$ cat config.mk
export PLATFORM = sky130hd
export DESIGN_NAME = csel_tree
export DESIGN_NICKNAME = d
export VERILOG_FILES = /design/src/rtl/csel_tree_pkg.sv /design/src/rtl/csel_dec3to8.sv /design/src/rtl/csel_tree.sv
export SDC_FILE = /design/constraint.sdc
export NUM_CORES = 1
export LEC_CHECK = 0
export BUFFER_PORTS_ARGS = -buffer_cell sky130_fd_sc_hd__buf_2
export CAP_MARGIN = 20
export CORE_AREA = 5 5 42 44
export DETAILED_ROUTE_END_ITERATION = 10
export DIE_AREA = 0 0 47 49
export PLACE_DENSITY = 0.66
export RECOVER_POWER = 25
export SETUP_SLACK_MARGIN = 0.1
export SLEW_MARGIN = 0
export SYNTH_ARGS = -nofsm -noshare
export SYNTH_HDL_FRONTEND = slang
export SYNTH_SLANG_ARGS = --single-unit
$ cat constraint.sdc
create_clock -name vclk -period 1.8
set_input_delay 0.09 -clock vclk [all_inputs]
set_output_delay 0.09 -clock vclk [all_outputs]
set_load 0.01 [all_outputs]
$ cat src/rtl/csel_tree_pkg.sv
package csel_tree_pkg;
  localparam int ADDR_W   = 24;
  localparam int CODE_W   = 3;
  localparam int FAN      = 1 << CODE_W;
  localparam int ROM_CNT  = 4;
  localparam int RAM_CNT  = 8;
  localparam int PER_CNT  = 8;
  // bit positions of the decoded fields
  localparam int SEG_LSB  = 16;  // 64 KB segment code
  localparam int TOP_LSB  = SEG_LSB + CODE_W;  // bits above root must be zero
  localparam int ROM_LSB  = 13;  // 8 KB ROM blocks
  localparam int RAM_LSB  = 11;  // 2 KB RAM blocks
  localparam int PPG_LSB  = 7;   // 128-byte peripheral page
  localparam int PER_LSB  = 4;   // 16-byte peripheral slots
  // segment codes seen at the root
  localparam int SEG_ROM  = 0;
  localparam int SEG_PER  = 1;
  localparam int SEG_RAM  = 2;

  typedef logic [ADDR_W-1:0] addr_t;
  typedef logic [CODE_W-1:0] code_t;

  function automatic code_t field3(input addr_t a, input int lsb);
    return a[lsb +: CODE_W];
  endfunction

  // true when every bit in [hi:lo] of a is zero
  function automatic logic span_zero(input addr_t a, input int hi, input int lo);
    logic z;
    z = 1'b1;
    for (int b = 0; b < ADDR_W; b++)
      if (b >= lo && b <= hi && a[b]) z = 1'b0;
    return z;
  endfunction
endpackage

$ cat src/rtl/csel_dec3to8.sv
module csel_dec3to8 #(
  parameter int OUTS = 8
) (
  input  logic [2:0]      code,
  input  logic            en_hi,
  input  logic            en_lo_a_n,
  input  logic            en_lo_b_n,
  output logic [OUTS-1:0] out_n
);
  logic enabled;
  assign enabled = en_hi & ~en_lo_a_n & ~en_lo_b_n;

  for (genvar i = 0; i < OUTS; i++) begin : g_out
    assign out_n[i] = ~(enabled && (code == 3'(i)));
  end
endmodule

$ cat src/rtl/csel_tree.sv
module csel_tree
  import csel_tree_pkg::*;
(
  input  logic [23:0] addr,
  input  logic        strobe_n,
  output logic [3:0]  rom_sel_n,
  output logic [7:0]  ram_sel_n,
  output logic [7:0]  per_sel_n
);
  localparam int ROOT_OUTS = SEG_RAM + 1;

  // qualifying terms (NOR-style gates instead of extra decoder stages)
  logic top_zero;      // bits 23..19 all zero
  logic ram_gap_zero;  // bits 15..14 zero inside RAM segment
  logic per_gap_zero;  // bits 15..10 zero inside peripheral segment
  logic rom_top_zero;  // bit 15 zero inside ROM segment

  assign top_zero     = span_zero(addr, ADDR_W-1, TOP_LSB);
  assign ram_gap_zero = span_zero(addr, SEG_LSB-1, RAM_LSB+CODE_W);
  assign per_gap_zero = span_zero(addr, SEG_LSB-1, PPG_LSB+CODE_W);
  assign rom_top_zero = span_zero(addr, SEG_LSB-1, ROM_LSB+2);

  // root stage: 64 KB segments
  logic [ROOT_OUTS-1:0] seg_n;
  csel_dec3to8 #(.OUTS(ROOT_OUTS)) u_root (
    .code      (field3(addr, SEG_LSB)),
    .en_hi     (top_zero),
    .en_lo_a_n (1'b0),
    .en_lo_b_n (1'b0),
    .out_n     (seg_n)
  );

  // named stage wires (observed by the checker)
  logic seg_rom_n, seg_per_n, seg_ram_n, page_per_n;
  assign seg_rom_n = seg_n[SEG_ROM];
  assign seg_per_n = seg_n[SEG_PER];
  assign seg_ram_n = seg_n[SEG_RAM];

  // middle stage: first 128-byte page of the peripheral segment
  logic [0:0] ppg_n;
  csel_dec3to8 #(.OUTS(1)) u_per_page (
    .code      (field3(addr, PPG_LSB)),
    .en_hi     (per_gap_zero),
    .en_lo_a_n (seg_per_n),
    .en_lo_b_n (1'b0),
    .out_n     (ppg_n)
  );
  assign page_per_n = ppg_n[0];

  // leaf stage: the strobe enters only here
  csel_dec3to8 #(.OUTS(ROM_CNT)) u_rom_leaf (
    .code      (field3(addr, ROM_LSB)),
    .en_hi     (rom_top_zero),
    .en_lo_a_n (seg_rom_n),
    .en_lo_b_n (strobe_n),
    .out_n     (rom_sel_n)
  );

  csel_dec3to8 #(.OUTS(RAM_CNT)) u_ram_leaf (
    .code      (field3(addr, RAM_LSB)),
    .en_hi     (ram_gap_zero),
    .en_lo_a_n (seg_ram_n),
    .en_lo_b_n (strobe_n),
    .out_n     (ram_sel_n)
  );

  csel_dec3to8 #(.OUTS(PER_CNT)) u_per_leaf (
    .code      (field3(addr, PER_LSB)),
    .en_hi     (1'b1),
    .en_lo_a_n (page_per_n),
    .en_lo_b_n (strobe_n),
    .out_n     (per_sel_n)
  );

  // word offset bits go to the selected device, not the decoder
  logic unused_offset;
  assign unused_offset = ^addr[PER_LSB-1:0];
endmodule

======== Word level (Yosys, flattened, before mapping) ========
Cells that the tools add are included.
Widths: inputs -> output; s select.
operators by class
  equality and inequality tests ........... 19
  mux-type cells .......................... 14
  bitwise operators ....................... 27
  reduce and logical (&&, ||, !) cells .... 29
operator list
  operator            count
  $eq 3x3->1 const B  8
  $logic_and 1x1->1   24
  $eq 3x2->1 const B  7
  $not 1->1           21
  $logic_not 3->1     5
  $mux 1              14
  $eq 3x1->1 const B  4
  $and 1x1->1         6
storage, ports and cells
  flip-flop bits (word level) ............. 0
  input port bits ......................... 25
  output and inout port bits .............. 20
  word-level logic and storage cells ...... 89

======== Logic depth before layout (Yosys ltp) ========
Gate-level depths: netlist of run 1.
  word-level depth ........................ 11
  mapped depth ............................ 4
  depth with buffers taken out ............ 3

======== Cells and area by module ========
A second synthesis of run 1 with hierarchy kept.
second synthesis, totals
  cells, all modules ...................... 49
  area total of the unflattened synthesis .. 332.8 um^2
by module, submodules not included
  module                          times used  cells each  area each (um^2)  seq. area each (um^2)
  csel_dec3to8 at u_per_leaf ...  2           14          88.8              0.0
  csel_dec3to8 at u_rom_leaf      1           6           51.3              0.0
  csel_dec3to8 at u_root          1           5           46.3              0.0
  csel_tree                       1           8           43.8              0.0
  csel_dec3to8 at u_per_page      1           2           13.8              0.0

======== Least setup slack after synthesis of run 1 ========
No wires, ideal clock.
  kind .................................... input to output
  start point ............................. in addr[22]
  end point ............................... out per_sel_n[0]
  arrival ................................. 1.228 ns
  required time ........................... 1.710 ns
  setup slack ............................. 0.482 ns
  stages on the path ...................... 3
  path buffers ............................ 0
  cells stage by stage .................... or4_4 nor4_4 nand4b_1
between the ends
  word-level cells in the longest chain between the ends .. 8
RTL lines
  element              line                 RTL
  start: declaration   csel_tree.sv:4       input logic [23:0] addr,
  $mux 1 (2 in a row)  csel_tree_pkg.sv:32  if (b >= lo && b <= hi && a[b]) z = 1'b0;
  $logic_and 1x1->1    csel_dec3to8.sv:14   assign out_n[i] = ~(enabled && (code == 3'(i)));
  $and 1x1->1          csel_dec3to8.sv:11   assign enabled = en_hi & ~en_lo_a_n & ~en_lo_b_n;
  $logic_and 1x1->1    csel_dec3to8.sv:14
  $and 1x1->1          csel_dec3to8.sv:11
  $logic_and 1x1->1    csel_dec3to8.sv:14
  $not 1->1            csel_dec3to8.sv:14
  end: declaration     csel_tree.sv:8       output logic [7:0] per_sel_n
Every way passes these cells.

======== Final worst setup path of run 1 ========
  start point ............................. in addr[22]
  end point ............................... out ram_sel_n[1]
between the ends
  word-level cells in the longest chain between the ends .. 7
RTL lines
  element                   line                 RTL
  $mux 1 (2 in a row)       csel_tree_pkg.sv:32
  $logic_and 1x1->1         csel_dec3to8.sv:14
  $and 1x1->1 (2 in a row)  csel_dec3to8.sv:11
  $logic_and 1x1->1         csel_dec3to8.sv:14
  $not 1->1                 csel_dec3to8.sv:14
  end: declaration          csel_tree.sv:7       output logic [7:0] ram_sel_n,
Every way passes these cells.

==> results of run 1 <==
power groups by stage:
stage | Sequential, mW | Clock [mW] | Combinational [mW]
floorplan | 0 | 0 | 0.0226
global placement | 0 | 0 | 0.0575
detailed placement | 0 | 0 | 0.0593
CTS | 0 | 0 | 0.0593
global route | 0 | 0 | 0.0659
finish | 0 | 0 | 0.0589
layout by cell type, fill, tap and decap left out:
cell                        n
sky130_fd_sc_hd__nor3_1     2
sky130_fd_sc_hd__or4_1      1
sky130_fd_sc_hd__nand4_1   11
sky130_fd_sc_hd__nor4_4     1
sky130_fd_sc_hd__nand3_1    4
sky130_fd_sc_hd__or4b_1     1
sky130_fd_sc_hd__nand4b_1   4
sky130_fd_sc_hd__nor2_1     5
sky130_fd_sc_hd__nor2b_1    4
sky130_fd_sc_hd__nor3b_1    2
sky130_fd_sc_hd__and4_1     1
sky130_fd_sc_hd__nand2_1    1
sky130_fd_sc_hd__nor3_2     1
sky130_fd_sc_hd__nor4b_4    1
sky130_fd_sc_hd__clkbuf_1   4
sky130_fd_sc_hd__or4_4      1
sky130_fd_sc_hd__or2_2      1
sky130_fd_sc_hd__buf_2     37
sky130_fd_sc_hd__and3_1     2
sky130_fd_sc_hd__nor4_1     1
cells by family after synthesis:
| family | share of synthesized area |
|---|---|
| buffers and inverters | 0.01180 |
| AND/OR/NAND/NOR | 0.9882 |
cell type report:
class	instances	area share
well taps	16	0.03747
repair buffers	41	0.3747
multi-input cells	44	0.5878
path summary, 6_finish.rpt:
kind,start,end
min,addr[12],ram_sel_n[6]
max,addr[22],ram_sel_n[1]
per-layer routing:
| metal | GRT usage | part of all wire |
|---|---|---|
| met1 | 0.1304 | 0.43 |
| met2 | 0.1606 | 0.48 |
| met3 | 0 | 0.091 |
| met4 | 0 | 0 |
| met5 | 0 | 0 |
per-stage QoR:
step | instances | instance area (sq um) | utilization
after floorplan | 45 | 317.8 | -
after global placement | 101 | 539.3 | 0.3848
after detailed placement | 101 | 539.3 | 0.3848
after CTS | 101 | 539.3 | 0.3848
after global routing | 101 | 534.3 | 0.3813
final | 101 | 534.3 | 0.3813
tightest hold or removal path, cell delays in order:
cell and delay, ns:
sky130_fd_sc_hd__buf_2 0.13, sky130_fd_sc_hd__nand4_1 0.07, sky130_fd_sc_hd__buf_2 0.12
==> flow_results.xml, run 1 <==
<?xml version="1.0" encoding="UTF-8"?>
<metrics>
  <group name="run_status">
    <metric name="run_status" unit="">finished, final reports clean</metric>
  </group>
  <group name="finish">
    <metric name="nNetsFinal" unit="">112</metric>
    <metric name="filler_cell_count" unit="">164</metric>
    <metric name="n_sequential_cell" unit="">0</metric>
    <metric name="clock_buffers" unit="">0</metric>
    <metric name="layout-drive-gt1-share" unit="">0.4941</metric>
    <metric name="combined_area_of_the_multi_input_logic_cells" unit="sq um">314.1</metric>
    <metric name="post_synthesis_to_final_layout_area_growth" unit="%">68.11</metric>
    <metric name="antenna_cells" unit="">0</metric>
    <metric name="seq_area" unit="sq um">0</metric>
  </group>
  <group name="routing">
    <metric name="wl_per_cell" unit="um">11.95</metric>
    <metric name="drtPass1Iterations" unit="">4</metric>
    <metric name="drt-initial-drc-count" unit="">7</metric>
    <metric name="antenna_violating_nets_post_route" unit="">0</metric>
    <metric name="route.detailed.drc" unit="">0</metric>
    <metric name="totalWireLength" unit="um">1207</metric>
    <metric name="post_drt_via_cell_ratio" unit="">5.208</metric>
    <metric name="vias" unit="">526</metric>
  </group>
  <group name="yosys">
    <metric name="yosysWarningCount" unit="">0</metric>
    <metric name="syn-instance-count" unit="">45</metric>
    <metric name="yosysMostFrequentCell" unit="">sky130_fd_sc_hd__nand4_1</metric>
    <metric name="area_share_of_the_leading_cell_type_in_the_synthesized_netlist" unit="">0.2165</metric>
    <metric name="netlist_top_cells_count" unit="">11 x sky130_fd_sc_hd__nand4_1, 5 x sky130_fd_sc_hd__nor2_1, 4 x sky130_fd_sc_hd__nand3_1, 4 x sky130_fd_sc_hd__nand4b_1, 4 x sky130_fd_sc_hd__nor2b_1</metric>
    <metric name="syn-mean-instance-area" unit="sq um">7.062</metric>
    <metric name="synth.net_count" unit="">70</metric>
    <metric name="synth_seq_area_share" unit="">0</metric>
    <metric name="netlist.top_cell.by_area" unit="">sky130_fd_sc_hd__nand4_1</metric>
    <metric name="synth_top_cells_by_area" unit="">sky130_fd_sc_hd__nand4_1 22%, sky130_fd_sc_hd__nand4b_1 11%, sky130_fd_sc_hd__nor2b_1 7.9%</metric>
    <metric name="post_synth_instance_area" unit="sq um">317.8</metric>
    <metric name="number_of_different_library_cells_in_the_post_synthesis_netlist" unit="">19</metric>
  </group>
  <group name="worst_setup_path">
    <metric name="cp_slowest_cell" unit="">sky130_fd_sc_hd__or4_4</metric>
    <metric name="critical_path.cell_chain" unit="">buf_2 -&gt; or4_4 -&gt; nor4b_4 -&gt; nand4_1 -&gt; buf_2</metric>
    <metric name="maximum_net_fanout_on_the_critical_path" unit="">8</metric>
    <metric name="crit_path_end_kind" unit="">output pin</metric>
    <metric name="worst-endpoint-required" unit="ns">1.71</metric>
    <metric name="critical_path_arrival" unit="ns">1.50</metric>
    <metric name="worst-setup-path-type" unit="">input port to output pin</metric>
    <metric name="critPathBufInv" unit="">2</metric>
    <metric name="max_stage_delay" unit="ns">0.57</metric>
    <metric name="worstSetupStartpointType" unit="">input port</metric>
    <metric name="cp_num_cells" unit="">5</metric>
    <metric name="cp_delay_by_family_top" unit="">simple AND/OR/NAND/NOR gates</metric>
    <metric name="critPathMostFrequentCell" unit="">sky130_fd_sc_hd__buf_2</metric>
  </group>
  <group name="sta">
    <metric name="worst_slack" unit="ns">0.2064</metric>
    <metric name="setup_viol" unit="">0</metric>
    <metric name="tightest_slew" unit="ns">0.5974</metric>
    <metric name="timing_hold_violations_final" unit="">0</metric>
    <metric name="slew_headroom" unit="">0.5981</metric>
    <metric name="final.period_utilization" unit="">0.8853</metric>
    <metric name="final_sum_of_negative_setup_slack" unit="ns">0</metric>
    <metric name="hold_ws" unit="ns">0.4996</metric>
    <metric name="grt_setup_unrepaired" unit="">false</metric>
    <metric name="fmax" unit="MHz">627.5</metric>
    <metric name="min_period" unit="ns">1.594</metric>
    <metric name="finalMaxSlewViolations" unit="">0</metric>
  </group>
  <group name="die">
    <metric name="fp.dieArea" unit="sq mm">0.002303</metric>
    <metric name="chipWidth" unit="um">47</metric>
    <metric name="design.core.area" unit="sq mm">0.001401</metric>
    <metric name="initial_core_util" unit="">0.2268</metric>
    <metric name="row_count" unit="">14</metric>
    <metric name="floorplan.io_pins" unit="">45</metric>
    <metric name="floorplan.die.height" unit="um">49</metric>
  </group>
  <group name="power">
    <metric name="power.internal" unit="mW">0.02765</metric>
    <metric name="pwr_density_cell" unit="mW/mm^2">110.3</metric>
    <metric name="swShare" unit="">0.5307</metric>
    <metric name="fin_total_pwr" unit="mW">0.05892</metric>
    <metric name="share_seq_of_total_power" unit="">0</metric>
    <metric name="leakage" unit="nW">0.1868</metric>
    <metric name="power.share.clock" unit="">0</metric>
    <metric name="irDropWorstVdd" unit="V">0.00004874</metric>
    <metric name="combPwrFrac" unit="">1.000</metric>
    <metric name="power.switching" unit="mW">0.03127</metric>
  </group>
  <group name="placement">
    <metric name="io_buffers" unit="">41</metric>
    <metric name="dp_hpwl" unit="um">1053</metric>
    <metric name="placement.setup.worst_slack" unit="ns">0.1995</metric>
    <metric name="place_congestion" unit="">0.7169</metric>
  </group>
  <group name="flow_run">
    <metric name="max_cap_viol_count" unit="">0</metric>
  </group>
  <group name="global_routing">
    <metric name="globalRoute.totalOverflow" unit="">0</metric>
    <metric name="grt_pass1_vias" unit="">443</metric>
    <metric name="grt_antenna_before_repair" unit="">0</metric>
    <metric name="grtUsageTotal" unit="">0.09193</metric>
    <metric name="wire_length_of_the_first_global_routing_pass" unit="um">1752</metric>
    <metric name="grt_max_degree" unit="">11</metric>
  </group>
  <group name="clock_network">
    <metric name="hold_buf_count_cts" unit="">0</metric>
    <metric name="post-cts-setup-buffers" unit="">0</metric>
    <metric name="cts_resized" unit="">0</metric>
  </group>
  <group name="min_path">
    <metric name="worst_hold_path_type" unit="">input port to output pin</metric>
    <metric name="hold_path_stages" unit="">3</metric>
  </group>
</metrics>
Note: power is estimated with default switching activity, not from simulation.
==> inputs of run 2 (changes only) <==
- RECOVER_POWER: 25 -> 100
- TNS_END_PERCENT: default -> 5
==> run 2 against run 1 <==
Flip-flop and latch count is the same. Clock-buffer cell count unchanged. Highest routed layer unchanged. Critical endpoint unchanged. First-iteration DRC count is 29% lower. Largest cell class unchanged. Die area unchanged. Maximum frequency is 0.46% higher. Critical path depth unchanged.
==> flow_results.xml, run 2 (same netlist as run 1, synthesis figures left out) <==
<?xml version="1.0" encoding="UTF-8"?>
<metrics>
  <group name="global_routing">
    <metric name="wire_length_of_the_first_global_routing_pass" unit="um">1752</metric>
    <metric name="grt.busiest_layer" unit="">met2</metric>
    <metric name="grtUsageTotal" unit="">0.09193</metric>
    <metric name="grt_antenna_before_repair" unit="">0</metric>
    <metric name="grt_max_degree" unit="">11</metric>
    <metric name="use_met2" unit="">0.1606</metric>
    <metric name="grt.met3_usage" unit="">0</metric>
    <metric name="globalRoute.totalOverflow" unit="">0</metric>
    <metric name="grt_util_met1" unit="">0.1304</metric>
    <metric name="grt_pass1_vias" unit="">443</metric>
  </group>
  <group name="die">
    <metric name="chipWidth" unit="um">47</metric>
    <metric name="initial_core_util" unit="">0.2268</metric>
    <metric name="fp.dieArea" unit="sq mm">0.002303</metric>
    <metric name="floorplan.io_pins" unit="">45</metric>
    <metric name="floorplan.die.height" unit="um">49</metric>
    <metric name="row_count" unit="">14</metric>
    <metric name="design.core.area" unit="sq mm">0.001401</metric>
  </group>
  <group name="finish">
    <metric name="final_core_utilization" unit="">0.3679</metric>
    <metric name="nNetsFinal" unit="">112</metric>
    <metric name="layout.cells.most_common" unit="">sky130_fd_sc_hd__buf_2</metric>
    <metric name="post_synthesis_to_final_layout_area_growth" unit="%">62.20</metric>
    <metric name="layout.cells.non_filler" unit="">101</metric>
    <metric name="clock_buffers" unit="">0</metric>
    <metric name="seq_area" unit="sq um">0</metric>
    <metric name="layout-drive-gt1-share" unit="">0.3176</metric>
    <metric name="antenna_cells" unit="">0</metric>
    <metric name="n_sequential_cell" unit="">0</metric>
    <metric name="layout_common_cells" unit="">22 x sky130_fd_sc_hd__buf_2, 19 x sky130_fd_sc_hd__clkbuf_1, 11 x sky130_fd_sc_hd__nand4_1, 5 x sky130_fd_sc_hd__nor2_1</metric>
  </group>
  <group name="sta">
    <metric name="fmax" unit="MHz">630.4</metric>
    <metric name="final_sum_of_negative_setup_slack" unit="ns">0</metric>
    <metric name="slew_headroom" unit="">0.5943</metric>
    <metric name="min_period" unit="ns">1.586</metric>
    <metric name="grt_setup_unrepaired" unit="">false</metric>
    <metric name="finalMaxSlewViolations" unit="">0</metric>
    <metric name="timing_hold_violations_final" unit="">0</metric>
    <metric name="final.period_utilization" unit="">0.8813</metric>
    <metric name="setup_viol" unit="">0</metric>
    <metric name="tightest_slew" unit="ns">0.6030</metric>
    <metric name="hold_ws" unit="ns">0.5212</metric>
  </group>
  <group name="placement">
    <metric name="place_inst" unit="">101</metric>
    <metric name="io_buffers" unit="">41</metric>
    <metric name="place_congestion" unit="">0.7169</metric>
    <metric name="dp_hpwl" unit="um">1053</metric>
  </group>
  <group name="flow_run">
    <metric name="max_cap_viol_count" unit="">0</metric>
  </group>
  <group name="clock_network">
    <metric name="post-cts-setup-buffers" unit="">0</metric>
    <metric name="hold_buf_count_cts" unit="">0</metric>
    <metric name="cts_resized" unit="">0</metric>
  </group>
  <group name="worst_setup_path">
    <metric name="worstSetupStartpointType" unit="">input port</metric>
    <metric name="maximum_net_fanout_on_the_critical_path" unit="">8</metric>
    <metric name="critical_path_arrival" unit="ns">1.50</metric>
    <metric name="worst-setup-path-type" unit="">input port to output pin</metric>
    <metric name="crit_path_end_kind" unit="">output pin</metric>
    <metric name="worst-endpoint-required" unit="ns">1.71</metric>
  </group>
  <group name="routing">
    <metric name="drt-initial-drc-count" unit="">5</metric>
    <metric name="route.detailed.drc" unit="">0</metric>
    <metric name="antenna_violating_nets_post_route" unit="">0</metric>
    <metric name="drtPass1Iterations" unit="">4</metric>
    <metric name="totalWireLength" unit="um">1202</metric>
    <metric name="vias" unit="">530</metric>
    <metric name="wl_per_cell" unit="um">11.90</metric>
    <metric name="post_drt_via_cell_ratio" unit="">5.248</metric>
  </group>
  <group name="power">
    <metric name="leakage" unit="nW">0.1705</metric>
    <metric name="fin_total_pwr" unit="mW">0.05895</metric>
    <metric name="irDropWorstVdd" unit="V">0.00004909</metric>
    <metric name="pwr_density_cell" unit="mW/mm^2">114.4</metric>
  </group>
  <group name="run_status">
    <metric name="run_status" unit="">finished, final reports clean</metric>
  </group>
  <group name="min_path">
    <metric name="worst_hold_path_type" unit="">input port to output pin</metric>
  </group>
</metrics>
==> run 2: report_power, final <==
part / internal [mW] / switching, mW / leakage (nW)
Sequential: 0 / 0 / 0
Clock: 0 / 0 / 0
Combinational: 0.0276 / 0.0313 / 0.171
==> run 2: final timing paths <==
kind | from | to | slack, ns | cells after the start
max | addr[22] | ram_sel_n[1] | 0.21 | 5
min | addr[12] | ram_sel_n[6] | 0.52 | 3
==> run 2: per-layer routing <==
layer	vias up	wire, um	share of wire
met2	21	580	0.48
met5	-	0	0
met3	0	111	0.092
li1	274	-	-
met4	0	0	0
met1	235	510	0.42
==> run 2: final cells by class <==
| type | instances | area (sq um) |
|---|---|---|
| Tap cell | 16 | 20.02 |
| Multi-Input combinational cell | 44 | 314.1 |
| Fill cell | 173 | 885.9 |
| Timing Repair Buffer | 41 | 181.4 |
==> run 2: metrics by stage <==
step | instance area [sq um] | worst slack [ns]
finish | 515.5 | 0.2137
global route | 515.5 | 0.1177
CTS | 539.3 | 0.1974
detailed placement | 539.3 | 0.1995
global placement | 539.3 | 0.2188
floorplan | 317.8 | 0.4819
==> run 2: worst max-delay path, stage by stage <==
cell	delay (ns)
sky130_fd_sc_hd__buf_2	0.10
sky130_fd_sc_hd__or4_4	0.57
sky130_fd_sc_hd__nor4b_4	0.43
sky130_fd_sc_hd__nand4_1	0.14
sky130_fd_sc_hd__clkbuf_1	0.16
==> inputs of run 3 (changes only) <==
- clock period: 1.8 -> 1.75 ns (I/O delays scaled with it)
==> run 3 against run 2 <==
Design area is 1.2% higher. Largest cell class unchanged. Wire length rose by 0.42%. Core utilization rose by 0.45 points.
==> flow_results.xml, run 3 (same netlist as run 1, synthesis figures left out) <==
<?xml version="1.0" encoding="UTF-8"?>
<metrics>
  <group name="run_status">
    <metric name="run_status" unit="">finished, final reports clean</metric>
  </group>
  <group name="sta">
    <metric name="slew_headroom" unit="">0.5921</metric>
    <metric name="final.period_utilization" unit="">0.9118</metric>
    <metric name="timing_hold_violations_final" unit="">0</metric>
    <metric name="tightest_slew" unit="ns">0.6063</metric>
    <metric name="setup_viol" unit="">0</metric>
    <metric name="min_period" unit="ns">1.596</metric>
    <metric name="grt_setup_unrepaired" unit="">true</metric>
    <metric name="finalMaxSlewViolations" unit="">0</metric>
    <metric name="fmax" unit="MHz">626.7</metric>
    <metric name="final_sum_of_negative_setup_slack" unit="ns">0</metric>
  </group>
  <group name="routing">
    <metric name="drtPass1Iterations" unit="">2</metric>
    <metric name="antenna_violating_nets_post_route" unit="">0</metric>
    <metric name="drt-initial-drc-count" unit="">5</metric>
    <metric name="post_drt_via_cell_ratio" unit="">5.196</metric>
    <metric name="vias" unit="">530</metric>
    <metric name="totalWireLength" unit="um">1207</metric>
    <metric name="route.detailed.drc" unit="">0</metric>
    <metric name="wl_per_cell" unit="um">11.83</metric>
  </group>
  <group name="power">
    <metric name="combPwrFrac" unit="">1.000</metric>
    <metric name="pwr_density_cell" unit="mW/mm^2">116.6</metric>
    <metric name="power.internal" unit="mW">0.02843</metric>
    <metric name="irDropWorstVdd" unit="V">0.00005453</metric>
    <metric name="power.share.clock" unit="">0</metric>
    <metric name="leakage" unit="nW">0.1762</metric>
    <metric name="swShare" unit="">0.5328</metric>
    <metric name="fin_total_pwr" unit="mW">0.06085</metric>
    <metric name="power.switching" unit="mW">0.03242</metric>
    <metric name="share_seq_of_total_power" unit="">0</metric>
  </group>
  <group name="finish">
    <metric name="layout.cell_area.non_filler" unit="sq um">521.8</metric>
    <metric name="nNetsFinal" unit="">113</metric>
    <metric name="antenna_cells" unit="">0</metric>
    <metric name="layout_common_cells" unit="">23 x sky130_fd_sc_hd__buf_2, 18 x sky130_fd_sc_hd__clkbuf_1, 11 x sky130_fd_sc_hd__nand4_1, 5 x sky130_fd_sc_hd__nor2_1</metric>
    <metric name="post_synthesis_to_final_layout_area_growth" unit="%">64.17</metric>
    <metric name="seq_area" unit="sq um">0</metric>
    <metric name="layout-drive-gt1-share" unit="">0.3372</metric>
    <metric name="n_sequential_cell" unit="">0</metric>
    <metric name="layout.cells.most_common" unit="">sky130_fd_sc_hd__buf_2</metric>
    <metric name="clock_buffers" unit="">0</metric>
    <metric name="final_core_utilization" unit="">0.3723</metric>
  </group>
  <group name="worst_setup_path">
    <metric name="max_stage_delay" unit="ns">0.57</metric>
    <metric name="crit_path_end_kind" unit="">output pin</metric>
    <metric name="worstSetupStartpointType" unit="">input port</metric>
    <metric name="critical_path_arrival" unit="ns">1.51</metric>
    <metric name="critPathBufInv" unit="">3</metric>
    <metric name="maximum_net_fanout_on_the_critical_path" unit="">8</metric>
    <metric name="cp_slowest_cell" unit="">sky130_fd_sc_hd__or4_4</metric>
    <metric name="critical_path.cell_chain" unit="">buf_2 -&gt; or4_4 -&gt; nor4b_4 -&gt; clkbuf_2 -&gt; nand4_1 -&gt; clkbuf_1</metric>
    <metric name="worst-endpoint-required" unit="ns">1.66</metric>
    <metric name="worst-setup-path-type" unit="">input port to output pin</metric>
    <metric name="cp_delay_by_family_top" unit="">simple AND/OR/NAND/NOR gates</metric>
  </group>
  <group name="die">
    <metric name="floorplan.io_pins" unit="">45</metric>
    <metric name="design.core.area" unit="sq mm">0.001401</metric>
    <metric name="chipWidth" unit="um">47</metric>
    <metric name="floorplan.die.height" unit="um">49</metric>
    <metric name="row_count" unit="">14</metric>
    <metric name="fp.dieArea" unit="sq mm">0.002303</metric>
    <metric name="initial_core_util" unit="">0.2268</metric>
  </group>
  <group name="global_routing">
    <metric name="grtUsageTotal" unit="">0.09053</metric>
    <metric name="grt_max_degree" unit="">11</metric>
    <metric name="globalRoute.totalOverflow" unit="">0</metric>
    <metric name="grt_antenna_before_repair" unit="">0</metric>
    <metric name="wire_length_of_the_first_global_routing_pass" unit="um">1711</metric>
    <metric name="grt_pass1_vias" unit="">434</metric>
  </group>
  <group name="placement">
    <metric name="postPlaceCellArea" unit="sq um">539.3</metric>
    <metric name="place_congestion" unit="">0.7173</metric>
    <metric name="io_buffers" unit="">41</metric>
    <metric name="dp_hpwl" unit="um">1050</metric>
  </group>
  <group name="clock_network">
    <metric name="cts_resized" unit="">0</metric>
  </group>
  <group name="min_path">
    <metric name="hold-path-endpoint" unit="">ram_sel_n[6]</metric>
    <metric name="worstHoldStart" unit="">addr[12]</metric>
    <metric name="worst_hold_path_type" unit="">input port to output pin</metric>
    <metric name="hold_path_stages" unit="">3</metric>
  </group>
  <group name="flow_run">
    <metric name="max_cap_viol_count" unit="">0</metric>
  </group>
</metrics>
## run 3: changes by cell type in the layout (fill, tap and decap cells not counted)
cell	previous run	this run
sky130_fd_sc_hd__buf_2	22	23
sky130_fd_sc_hd__clkbuf_1	19	18
sky130_fd_sc_hd__clkbuf_2	0	1
## run 3: layer usage
layer  track usage  vias up  wire length, um
met5             0        -                0
met2        0.1629       21              594
met1        0.1239      235              502
li1              -      274                -
met3             0        0              111
met4             0        0                0
## run 3: cell type report
| type | instances | area (sq um) |
|---|---|---|
| multi-input combinational | 44 | 314.1 |
| timing repair buffer | 42 | 187.7 |
| tap | 16 | 20.02 |
| fill | 175 | 879.6 |
## run 3: per-stage QoR
| step | cells | worst slack (ns) | hold slack, ns |
|---|---|---|---|
| after CTS | 101 | 0.1502 | 0.4964 |
| after floorplan | 45 | 0.4369 | 0.2690 |
| after detailed placement | 101 | 0.1515 | 0.4928 |
| after global placement | 101 | 0.1749 | 0.4914 |
| final | 102 | 0.1543 | 0.5180 |
| after global routing | 102 | 0.07811 | 0.5436 |
## run 3: power groups by stage
| stage | clock (mW) | combinational, mW | sequential [mW] |
|---|---|---|---|
| 2_1_floorplan | 0 | 0.0233 | 0 |
| 3_3_place_gp | 0 | 0.0592 | 0 |
| 3_5_place_dp | 0 | 0.0608 | 0 |
| 4_1_cts | 0 | 0.0609 | 0 |
| 5_1_grt | 0 | 0.0676 | 0 |
| 6_report | 0 | 0.0609 | 0 |
## run 3: what timing repair did
action / 4_1_cts / 5_1_grt
buffers inserted: 0 / 1
endpoints found under the setup margin: 0 / 7
hold buffers: 0 / 0
## run 3: worst max-delay path by stage
stage	startpoint	end	slack (ns)	cells after the start
floorplan	addr[22]	per_sel_n[0]	0.44	3
global placement	addr[22]	ram_sel_n[1]	0.17	5
detailed placement	addr[22]	per_sel_n[2]	0.15	5
CTS	addr[22]	ram_sel_n[1]	0.15	5
global route	addr[22]	ram_sel_n[1]	0.08	6
finish	addr[22]	ram_sel_n[1]	0.15	6
